### src/rtl/char_exec_pkg.sv
package char_exec_pkg;
  localparam int DW = 8;

  typedef enum logic [2:0] {
    ST_IDLE, ST_CLR, ST_WR, ST_FETCH, ST_CAP
  } exec_state_e;

  // index of the leading one in the instruction code
  typedef enum logic [2:0] {
    OP_CLEAR  = 3'd0,
    OP_HOME   = 3'd1,
    OP_ENTRY  = 3'd2,
    OP_ONOFF  = 3'd3,
    OP_MOVE   = 3'd4,
    OP_FUNC   = 3'd5,
    OP_CGADDR = 3'd6,
    OP_DDADDR = 3'd7
  } op_e;
endpackage

### src/rtl/char_cmd_decode.sv
module char_cmd_decode
  import char_exec_pkg::*;
(
  input  logic [DW-1:0] code_i,
  output op_e           op_o,
  output logic          op_valid_o
);
  localparam int IW = $clog2(DW);
  logic [IW-1:0] lead;

  always_comb begin
    lead       = '0;
    op_valid_o = 1'b0;
    for (int b = 0; b < DW; b++) begin
      if (code_i[b]) begin
        lead       = IW'(b);
        op_valid_o = 1'b1;
      end
    end
  end

  assign op_o = op_e'(lead);
endmodule

### src/rtl/char_addr_step.sv
module char_addr_step #(
  parameter int DD_AW        = 7,
  parameter int CG_AW        = 6,
  parameter int LINE_LEN     = 40,
  parameter int LINE2_BASE   = 64,
  parameter int ONE_LINE_LEN = 80
) (
  input  logic [DD_AW-1:0] addr_i,
  input  logic             up_i,
  input  logic             cg_sel_i,
  input  logic             two_line_i,
  output logic [DD_AW-1:0] addr_o
);
  localparam logic [DD_AW-1:0] L1_LAST  = DD_AW'(LINE_LEN - 1);
  localparam logic [DD_AW-1:0] L2_FIRST = DD_AW'(LINE2_BASE);
  localparam logic [DD_AW-1:0] L2_LAST  = DD_AW'(LINE2_BASE + LINE_LEN - 1);
  localparam logic [DD_AW-1:0] SGL_LAST = DD_AW'(ONE_LINE_LEN - 1);
  localparam logic [DD_AW-1:0] ONE      = DD_AW'(1);

  logic [CG_AW-1:0] cg_next;

  always_comb begin
    cg_next = up_i ? addr_i[CG_AW-1:0] + 1'b1 : addr_i[CG_AW-1:0] - 1'b1;
    if (cg_sel_i) begin
      addr_o = {{(DD_AW-CG_AW){1'b0}}, cg_next};
    end else if (two_line_i) begin
      if (up_i) addr_o = (addr_i == L1_LAST) ? L2_FIRST :
                         (addr_i == L2_LAST) ? '0 : addr_i + ONE;
      else      addr_o = (addr_i == '0)       ? L2_LAST :
                         (addr_i == L2_FIRST) ? L1_LAST : addr_i - ONE;
    end else begin
      if (up_i) addr_o = (addr_i == SGL_LAST) ? '0 : addr_i + ONE;
      else      addr_o = (addr_i == '0) ? SGL_LAST : addr_i - ONE;
    end
  end
endmodule

### src/rtl/char_cmd_exec.sv
module char_cmd_exec
  import char_exec_pkg::*;
#(
  parameter int             DD_AW        = 7,
  parameter int             CG_AW        = 6,
  parameter int             LINE_LEN     = 40,
  parameter int             LINE2_BASE   = 64,
  parameter int             ONE_LINE_LEN = 80,
  parameter logic [DW-1:0]  BLANK_CODE   = 8'h20,
  localparam int            OFS_W        = $clog2(LINE_LEN)
) (
  input  logic             clk_i,
  input  logic             rst_ni,
  input  logic             cmd_valid_i,
  input  logic             cmd_rs_i,
  input  logic             cmd_rd_i,
  input  logic [DW-1:0]    cmd_data_i,
  output logic             rd_valid_o,
  output logic [DW-1:0]    rd_data_o,
  output logic             busy_o,
  output logic             dd_req_o,
  output logic             dd_we_o,
  output logic [DD_AW-1:0] dd_addr_o,
  output logic [DW-1:0]    dd_wdata_o,
  input  logic [DW-1:0]    dd_rdata_i,
  output logic             cg_req_o,
  output logic             cg_we_o,
  output logic [CG_AW-1:0] cg_addr_o,
  output logic [DW-1:0]    cg_wdata_o,
  input  logic [DW-1:0]    cg_rdata_i,
  output logic             disp_on_o,
  output logic             cursor_on_o,
  output logic             blink_on_o,
  output logic             two_line_o,
  output logic             wide_bus_o,
  output logic [1:0]       bright_o,
  output logic [OFS_W-1:0] shift_ofs_o
);
  localparam logic [DD_AW-1:0] CLR_LAST = '1;
  localparam logic [OFS_W-1:0] OFS_LAST = OFS_W'(LINE_LEN - 1);
  localparam logic [DD_AW-1:0] L1_LAST  = DD_AW'(LINE_LEN - 1);
  localparam logic [DD_AW-1:0] L2_FIRST = DD_AW'(LINE2_BASE);

  exec_state_e      state;
  logic [DD_AW-1:0] clr_cnt, ac, ac_step;
  logic             sel_cg, step_up_mode, scroll_wr;
  logic [DW-1:0]    data_reg, wbuf;
  logic [OFS_W-1:0] ofs, ofs_left, ofs_right;
  op_e              op;
  logic             op_valid, acc_status, acc_op, step_up;

  assign busy_o     = (state != ST_IDLE);
  assign acc_status = cmd_valid_i && !cmd_rs_i && cmd_rd_i;
  assign acc_op     = cmd_valid_i && !busy_o && !acc_status;

  char_cmd_decode u_dec (
    .code_i     (cmd_data_i),
    .op_o       (op),
    .op_valid_o (op_valid)
  );

  // move instruction picks direction from its own bit, data access from entry mode
  assign step_up = (acc_op && !cmd_rs_i && op_valid && op == OP_MOVE) ? cmd_data_i[2]
                                                                       : step_up_mode;

  char_addr_step #(
    .DD_AW(DD_AW), .CG_AW(CG_AW), .LINE_LEN(LINE_LEN),
    .LINE2_BASE(LINE2_BASE), .ONE_LINE_LEN(ONE_LINE_LEN)
  ) u_step (
    .addr_i     (ac),
    .up_i       (step_up),
    .cg_sel_i   (sel_cg),
    .two_line_i (two_line_o),
    .addr_o     (ac_step)
  );

  assign ofs_left  = (ofs == OFS_LAST) ? '0 : ofs + 1'b1;
  assign ofs_right = (ofs == '0) ? OFS_LAST : ofs - 1'b1;

  always_ff @(posedge clk_i or negedge rst_ni) begin
    if (!rst_ni) begin
      state        <= ST_CLR;
      clr_cnt      <= '0;
      ac           <= '0;
      sel_cg       <= 1'b0;
      step_up_mode <= 1'b1;
      scroll_wr    <= 1'b0;
      disp_on_o    <= 1'b0;
      cursor_on_o  <= 1'b0;
      blink_on_o   <= 1'b0;
      wide_bus_o   <= 1'b1;
      two_line_o   <= 1'b1;
      bright_o     <= 2'b00;
      ofs          <= '0;
      data_reg     <= '0;
      wbuf         <= '0;
      rd_data_o    <= '0;
      rd_valid_o   <= 1'b0;
    end else begin
      rd_valid_o <= 1'b0;
      if (acc_status) begin
        rd_data_o  <= DW'({busy_o, ac});
        rd_valid_o <= 1'b1;
      end
      unique case (state)
        ST_IDLE: if (acc_op) begin
          if (cmd_rs_i) begin
            if (cmd_rd_i) begin
              rd_data_o  <= data_reg;
              rd_valid_o <= 1'b1;
              ac         <= ac_step;
              state      <= ST_FETCH;
            end else begin
              wbuf  <= cmd_data_i;
              state <= ST_WR;
            end
          end else if (op_valid) begin
            unique case (op)
              OP_CLEAR: begin
                clr_cnt <= '0;
                state   <= ST_CLR;
              end
              OP_HOME: begin
                ac     <= '0;
                sel_cg <= 1'b0;
                ofs    <= '0;
              end
              OP_ENTRY: begin
                step_up_mode <= cmd_data_i[1];
                scroll_wr    <= cmd_data_i[0];
              end
              OP_ONOFF: begin
                disp_on_o   <= cmd_data_i[2];
                cursor_on_o <= cmd_data_i[1];
                blink_on_o  <= cmd_data_i[0];
              end
              OP_MOVE: begin
                ac <= ac_step;
                if (cmd_data_i[3]) ofs <= cmd_data_i[2] ? ofs_right : ofs_left;
              end
              OP_FUNC: begin
                wide_bus_o <= cmd_data_i[4];
                two_line_o <= cmd_data_i[3];
                bright_o   <= cmd_data_i[1:0];
              end
              OP_CGADDR: begin
                ac     <= {{(DD_AW-CG_AW){1'b0}}, cmd_data_i[CG_AW-1:0]};
                sel_cg <= 1'b1;
                state  <= ST_FETCH;
              end
              OP_DDADDR: begin
                ac     <= cmd_data_i[DD_AW-1:0];
                sel_cg <= 1'b0;
                state  <= ST_FETCH;
              end
            endcase
          end
        end
        ST_WR: begin
          ac <= ac_step;
          if (scroll_wr && !sel_cg) ofs <= step_up_mode ? ofs_left : ofs_right;
          state <= ST_IDLE;
        end
        ST_FETCH: state <= ST_CAP;
        ST_CAP: begin
          data_reg <= sel_cg ? cg_rdata_i : dd_rdata_i;
          state    <= ST_IDLE;
        end
        ST_CLR: begin
          clr_cnt <= clr_cnt + 1'b1;
          if (clr_cnt == CLR_LAST) begin
            ac           <= '0;
            sel_cg       <= 1'b0;
            ofs          <= '0;
            step_up_mode <= 1'b1;
            state        <= ST_IDLE;
          end
        end
        default: state <= ST_IDLE;
      endcase
    end
  end

  assign dd_req_o    = (state == ST_CLR) || ((state == ST_WR || state == ST_FETCH) && !sel_cg);
  assign dd_we_o     = (state == ST_CLR) || (state == ST_WR && !sel_cg);
  assign dd_addr_o   = (state == ST_CLR) ? clr_cnt : ac;
  assign dd_wdata_o  = (state == ST_CLR) ? BLANK_CODE : wbuf;
  assign cg_req_o    = (state == ST_WR || state == ST_FETCH) && sel_cg;
  assign cg_we_o     = (state == ST_WR) && sel_cg;
  assign cg_addr_o   = ac[CG_AW-1:0];
  assign cg_wdata_o  = wbuf;
  assign shift_ofs_o = ofs;

  assert_clear_done_R3: assert property (@(posedge clk_i) disable iff (!rst_ni)
    (state == ST_CLR && clr_cnt == CLR_LAST) |=> (ac == '0 && ofs == '0 && step_up_mode && !busy_o));

  assert_cg_range_R5: assert property (@(posedge clk_i) disable iff (!rst_ni)
    sel_cg |-> (ac[DD_AW-1:CG_AW] == '0));

  assert_line_jump_R6: assert property (@(posedge clk_i) disable iff (!rst_ni)
    (state == ST_WR && !sel_cg && two_line_o && step_up_mode && ac == L1_LAST) |=> (ac == L2_FIRST));

  assert_ofs_range_R8: assert property (@(posedge clk_i) disable iff (!rst_ni)
    ofs <= OFS_LAST);

  assert_rd_source_R9: assert property (@(posedge clk_i) disable iff (!rst_ni)
    rd_valid_o |-> $past(cmd_valid_i && cmd_rd_i));

  assert_busy_drop_R10: assert property (@(posedge clk_i) disable iff (!rst_ni)
    (busy_o && cmd_valid_i && !cmd_rd_i) |=>
      $stable({disp_on_o, cursor_on_o, blink_on_o, wide_bus_o, two_line_o, bright_o, scroll_wr}));
endmodule

### config.mk
export PLATFORM = sky130hd
export DESIGN_NAME = char_cmd_exec
export DESIGN_NICKNAME = d
export VERILOG_FILES = /design/src/rtl/char_exec_pkg.sv /design/src/rtl/char_cmd_decode.sv /design/src/rtl/char_addr_step.sv /design/src/rtl/char_cmd_exec.sv
export SDC_FILE = /design/constraint.sdc
export NUM_CORES = 1
export LEC_CHECK = 0
export ABC_AREA = 1
export BUFFER_PORTS_ARGS = -buffer_cell sky130_fd_sc_hd__buf_2
export CORE_MARGIN = 2
export CORE_UTILIZATION = 52
export CTS_BUF_LIST = sky130_fd_sc_hd__clkbuf_2
export DETAILED_ROUTE_END_ITERATION = 8
export PLACE_DENSITY = 0.85
export SYNTH_ARGS = -nofsm -noshare
export SYNTH_HDL_FRONTEND = slang
export SYNTH_SLANG_ARGS = --single-unit
### constraint.sdc
create_clock -name clk_i -period 2.29 [get_ports clk_i]
set_input_delay 0.3435 -clock clk_i [delete_from_list [all_inputs] [get_ports clk_i]]
set_output_delay 0.3435 -clock clk_i [all_outputs]
set_load 0.005 [all_outputs]
# After elaboration in Yosys (flattened, before gate mapping)
# Index checks and enable logic that the tools add are counted.
[word_totals]
regBits = 58
input_bits = 29
output_inout_bits = 56
word_cells = 178
[classes]
add_sub_neg = 7
n_eq_ne = 31
muxes = 83
n_bitwise = 2
reduce_logical = 38
[op_table]
columns = ["cell", "n"]
rows = [
  ["$mux 7", 20],
  ["$mux 6", 11],
  ["$mux 8", 7],
  ["$eq 7x7->1 const B", 4],
  ["$pmux 7 s4", 1],
  ["$mux 1", 25],
  ["$mux 3", 8],
  ["$pmux 7 s3", 1],
  ["$reduce_and 5->1", 4],
  ["$pmux 6 s3", 1],
  ["$reduce_and 6->1", 3],
  ["$eq 3x3->1 const B", 5],
  ["$add 7x1->7 const B", 2],
  ["$pmux 7 s2", 1],
  ["$add 6x1->6 const B", 2],
  ["$eq 3x2->1 const B", 4],
  ["$logic_and 1x1->1", 12],
  ["$pmux 6 s2", 1],
  ["$sub 6x1->6 const B", 2],
  ["$ne 2x2->1 const B", 5],
  ["$ne 3x3->1 const B", 3],
  ["$pmux 3 s3", 1],
  ["$reduce_and 4->1", 2],
  ["$reduce_and 8->1", 1],
  ["20 further kinds", 35],
]

# Longest topological paths before layout
[depth]
word_depth = 19
depth_mapped = 20
ltp_nobuf = 20

# Modules after synthesis
# From an unflattened synthesis, not the netlist that was laid out.
[unflattened]
hier_cells = 678
area_unflattened_um2 = 4383.0
[modules_own_cells]
columns = ["module", "n_inst", "cells_each", "area_per_inst_um2", "seq_area_each_um2"]
rows = [
  ["char_cmd_exec", 1, 524, 3578.4, 1456.4],
  ["char_addr_step", 1, 134, 726.9, 0.0],
  ["char_cmd_decode", 1, 20, 77.6, 0.0],
]

# Least setup slack after synthesis
# OpenSTA, ideal clock, no wires.
[synth_timing]
path_kind = "register to register"
start = "register state[2]"
end = "register ac[4]"
setup_time_ns = 0.118
arrival_ns = 2.084
required_time_ns = 2.172
setup_slack_ns = 0.088
path_stages_with_launch = 20
path_buffers = 0
synth_period_minus_slack_ns = 2.202
path_cell_list = "dfrtp_1 -> nor2_4 -> nand3_4 -> nor2_8 -> nand3_4 -> nand2_2 -> nand3_1 -> nand2_1 -> inv_1 -> ha_1 -> inv_1 -> nand2_1 -> nand3_1 -> nand2_1 -> nand2_1 -> nand3_1 -> nand3_1 -> nand2_1 -> a21oi_1 -> nor2_1"
[synth_via]
elab_chain_cells = 16
word_cells_on_any_way = 29
cone_classes = "eq/ne: 7; mux: 12; reduce/logical: 10"
[synth_rtl]
columns = ["item", "line", "text"]
rows = [
  ["start: declaration", "char_cmd_exec.sv:44", "exec_state_e state;"],
  ["start signal: assignment", "char_cmd_exec.sv:82", "state <= ST_CLR;"],
  ["start signal: assignment", "char_cmd_exec.sv:112", "state <= ST_FETCH;"],
  ["start signal: assignment", "char_cmd_exec.sv:115", "state <= ST_WR;"],
  ["$reduce_bool 3->1", "char_cmd_exec.sv:52", "assign busy_o = (state != ST_IDLE);"],
  ["$logic_not 1->1", "char_cmd_exec.sv:54", "assign acc_op = cmd_valid_i && !busy_o && !acc_status;"],
  ["$logic_and 1x1->1 (2 in a row)", "char_cmd_exec.sv:54", ""],
  ["$logic_and 1x1->1 (3 in a row)", "char_cmd_exec.sv:63", "assign step_up = (acc_op && !cmd_rs_i && op_valid && op == OP_MOVE) ? cmd_data_i[2]"],
  ["$mux 1", "char_cmd_exec.sv:63", ""],
  ["$mux 7, on equally long branches", "char_addr_step.sv:32, char_addr_step.sv:27", ""],
  ["$mux 7", "char_addr_step.sv:26", "end else if (two_line_i) begin"],
  ["$mux 7", "char_addr_step.sv:24", "if (cg_sel_i) begin"],
  ["$pmux 7 s4", "char_cmd_exec.sv:118", "unique case (op)"],
  ["$mux 7", "char_cmd_exec.sv:117", "end else if (op_valid) begin"],
  ["$mux 7", "char_cmd_exec.sv:107", "if (cmd_rs_i) begin"],
  ["$mux 7", "char_cmd_exec.sv:106", "ST_IDLE: if (acc_op) begin"],
  ["$pmux 7 s3", "char_cmd_exec.sv:105", "unique case (state)"],
  ["end signal: assignment", "char_cmd_exec.sv:111", "ac <= ac_step;"],
  ["end signal: assignment", "char_cmd_exec.sv:138", "ac <= ac_step;"],
  ["end signal: assignment", "char_cmd_exec.sv:147", "ac <= {{(DD_AW-CG_AW){1'b0}}, cmd_data_i[CG_AW-1:0]};"],
  ["end: declaration", "char_cmd_exec.sv:45", "logic [DD_AW-1:0] clr_cnt, ac, ac_step;"],
]
# Parallel ways exist; a longest one is shown, timed or not. The select of a mux whose other input is x is not followed.
# A chain may end at the register's enable or synchronous reset.

# Worst setup path after layout
# Ends and elaborated chain as after synthesis.

==> flow_metrics.tcl <==
set metrics [dict create \
    outcome "finished with violations" \
    failed_checks "setup timing" \
    hold_depth 3 \
    cp_top_family "simple AND/OR/NAND/NOR gates" \
    clk_latency_ps 540 \
    max_clock_freq_mhz 415.7 \
    reg2reg_depth 20 \
    antenna_found_initial 0 \
    finalSetupViolCount 10 \
    p_clk_share_pct 36.3 \
    cp_cell_sequence "nor2_4 -> buf_6 -> nand3_4 -> nor2_8 -> nand3_4 -> nand2_4 -> nand3_4 -> nand2_2 -> inv_2 -> ha_4 -> inv_2 -> nand2_2 -> nand3_2 -> nand2_1 -> nand2_1 -> nand3_2 -> nand3_2 -> nand2_2 -> a21oi_2 -> nor2_1" \
    numCtsBuffers 9 \
    htree_levels 3 \
    ys_types 48 \
    dieArea_mm2 0.008669 \
    pre_cts_slack_ps -103.5 \
    syn2layout_area_growth_pct 32.24 \
    hold_viol_final 0 \
    critPathSlowestCell "dfrtp_1" \
    rows 32 \
    grt-ovfl-total 0 \
    grt_pass1_vias 4596 \
    max_slew.worst_pin.slew_ps 699.9 \
    max_stage_delay_ps 460 \
    port_buffers 84 \
    vias_per_cell 5.738 \
    p_int_mw 1.369 \
    cp-end-kind "register" \
    power.density_mw_per_mm2 356.7 \
    cts_tree "built" \
    seq_power_share_pct 54.1 \
    cts-root-buf "clkbuf_2" \
    die_h_um 93.11 \
    core_mm2 0.007727 \
    drt_iter0_markers 433 \
    combPwrFrac_pct 9.6 \
    grt_max_degree 31 \
    yosysMostFrequentCell "nand2_1" \
    synth_ff_type "dfrtp_1" \
    ys_ff_latch 58 \
    vdd_ir_drop_max_uv 343.5 \
    wl_mm 13.68 \
    cts_sinks 58 \
    drtPass1Iterations 5 \
    maxSlewHeadroom_pct 53.34 \
    dp_hpwl_mm 10.02 \
    crit_path_max_fanout 4 \
    start_util_pct 53.43 \
    hold_class "input pin to register" \
    drc 0 \
    synthTopCellsByCount "nand2_1 (134), inv_1 (68), nor2_1 (67)" \
    die_w_um 93.11 \
    drv_cap 0 \
    place_congestion 0.9995 \
    grt_pass1_wl_mm 21.54 \
    ant_nets 0 \
    synth.top_cell.area_share_pct 32.73 \
    antenna_cells 0 \
    cp_num_buf_inv 3 \
    finalCritPeriodShare_pct 105.1 \
    p_leak_nw 2.690 \
    synth_edf_count 0 \
    arrival_ps 2810 \
    final_max_slew_viol_count 0 \
    pin_count 85 \
    fillers 618 \
    rsz0062_at_grt "true" \
    start_kind "register" \
    multi_input_area_mm2 0.002444 \
    track_usage_pct 31.56 \
    seq_area_mm2 0.001456 \
    skew_ps 49.82 \
    ys_seq_area_share_pct 35.27 \
    synthCells 586 \
    criticalPathCategory "register to register" \
    cp.required_ps 2690 \
    tns_ps -378.8 \
    min_period_ps 2406 \
    final_nets 772 \
    syn_nets 622 \
    drive_gt1_share_pct 33.06 \
    timing.final.ws_setup_ps -115.8 \
    p_switching_uw 578.6 \
    clkTransAtPathRegs_ps 210 \
    yosys.area.top_type "dfrtp_1" \
    async_flop_share_pct 100.0 \
    ys_top_cells_by_area "dfrtp_1 (33%), nand2_1 (12%), o21ai_0 (7.0%)" \
    cp_num_cells 20 \
    postSynthAreaPerCell_um2 7.046 \
    synth-warning-count 0 \
    cts_buffer_depth 2 \
    p_sw_share_pct 29.71 \
    final_area_mm2 0.005460 \
    syn_area_mm2 0.004129 \
    dr_total_vias 4837 \
    placed_cell_area_mm2 0.005027 \
    wl_per_cell_um 16.22 \
]
-- cells by family (layout without fill, tap and decap cells) --
kind of cell / Yosys count / after routing / share of synthesized area, %
simple gates: 285 / 285 / 31.82
compound gates: 129 / 129 / 18.64
buf+inv: 95 / 250 / 9.606
flops: 58 / 58 / 35.27
xor+xnor: 12 / 12 / 2.545
fa+ha+maj: 7 / 7 / 2.121
-- tightest hold or removal path, stage by stage --
cell     delay [ps]
buf_2            90
nand2_1          50
a31oi_1          70
-- final timing paths --
path	from	endpoint	slack, ps
worst max-delay path	state[2]	ac[4]	-120
worst min-delay path	dd_rdata_i[3]	data_reg[3]	50
worst max register to register	state[2]	ac[4]	-120
worst min register to register	disp_on_o	disp_on_o	510
max in group asynchronous	rst_ni	step_up_mode	1210
min in group asynchronous	rst_ni	cg_wdata_o[3]	360
-- cells in the final DEF (no fill, tap or decap), types with 6 or more instances in the layout --
master	n
a21oi_2	7
inv_2	8
dfrtp_1	54
nor3_1	10
a31oi_1	14
nor2_4	8
nand2_1	125
inv_1	64
a22oi_1	11
nand3_1	36
nand3_2	6
a21oi_1	15
o21ai_0	55
clkbuf_2	9
nor2_1	61
xor2_1	11
ha_1	6
nand2_2	9
buf_2	85
nand4_1	6
buf_4	66
-- power groups by stage --
stage	clock network [mW]	registers (mW)	logic [mW]
finish	0.706	1.05	0.187
global route	0.759	1.06	0.207
CTS	0.710	1.05	0.183
detailed placement	0	1.07	0.179
global placement	0	1.07	0.173
floorplan	0	1.07	0.0676
-- stage by stage --
stage / std cells / total power [mW] / hold WS [ps] / util, %
after floorplan: 586 / 1.137 / 47.91 / -
after global placement: 812 / 1.243 / 413.3 / 65.06
after detailed placement: 812 / 1.250 / 426.3 / 65.06
after CTS: 834 / 1.946 / 32.63 / 68.17
after global routing: 843 / 2.023 / 16.44 / 70.66
final: 843 / 1.948 / 48.29 / 70.66
-- layer usage --
layer	global-route usage [%]	share of wire (%)	vias up
met5	0	0	-
met4	10.78	4.1	0
met3	5.721	7.8	58
met2	53.68	48	267
met1	40.53	40	2265
li1	-	-	2247
-- cell type report --
class / instances / share of cell area [%]
tap: 102 / 2.337
clock inverter: 7 / 1.398
timing repair buffer: 159 / 18.72
clock buffer: 9 / 0.8249
sequential: 58 / 26.67
multi-input combinational: 433 / 44.75
inverter: 75 / 5.293
-- timing repair --
action / CTS / global route
gates resized for setup: 20 / 37
pin swaps: 8 / 22
hold buffers: 1 / 0
buffers inserted: 5 / 10
endpoints found under the setup margin: 19 / 32
endpoints found under the hold margin: 27 / 0
gates cloned: 1 / 0
Power figures use the tool's default switching activity.
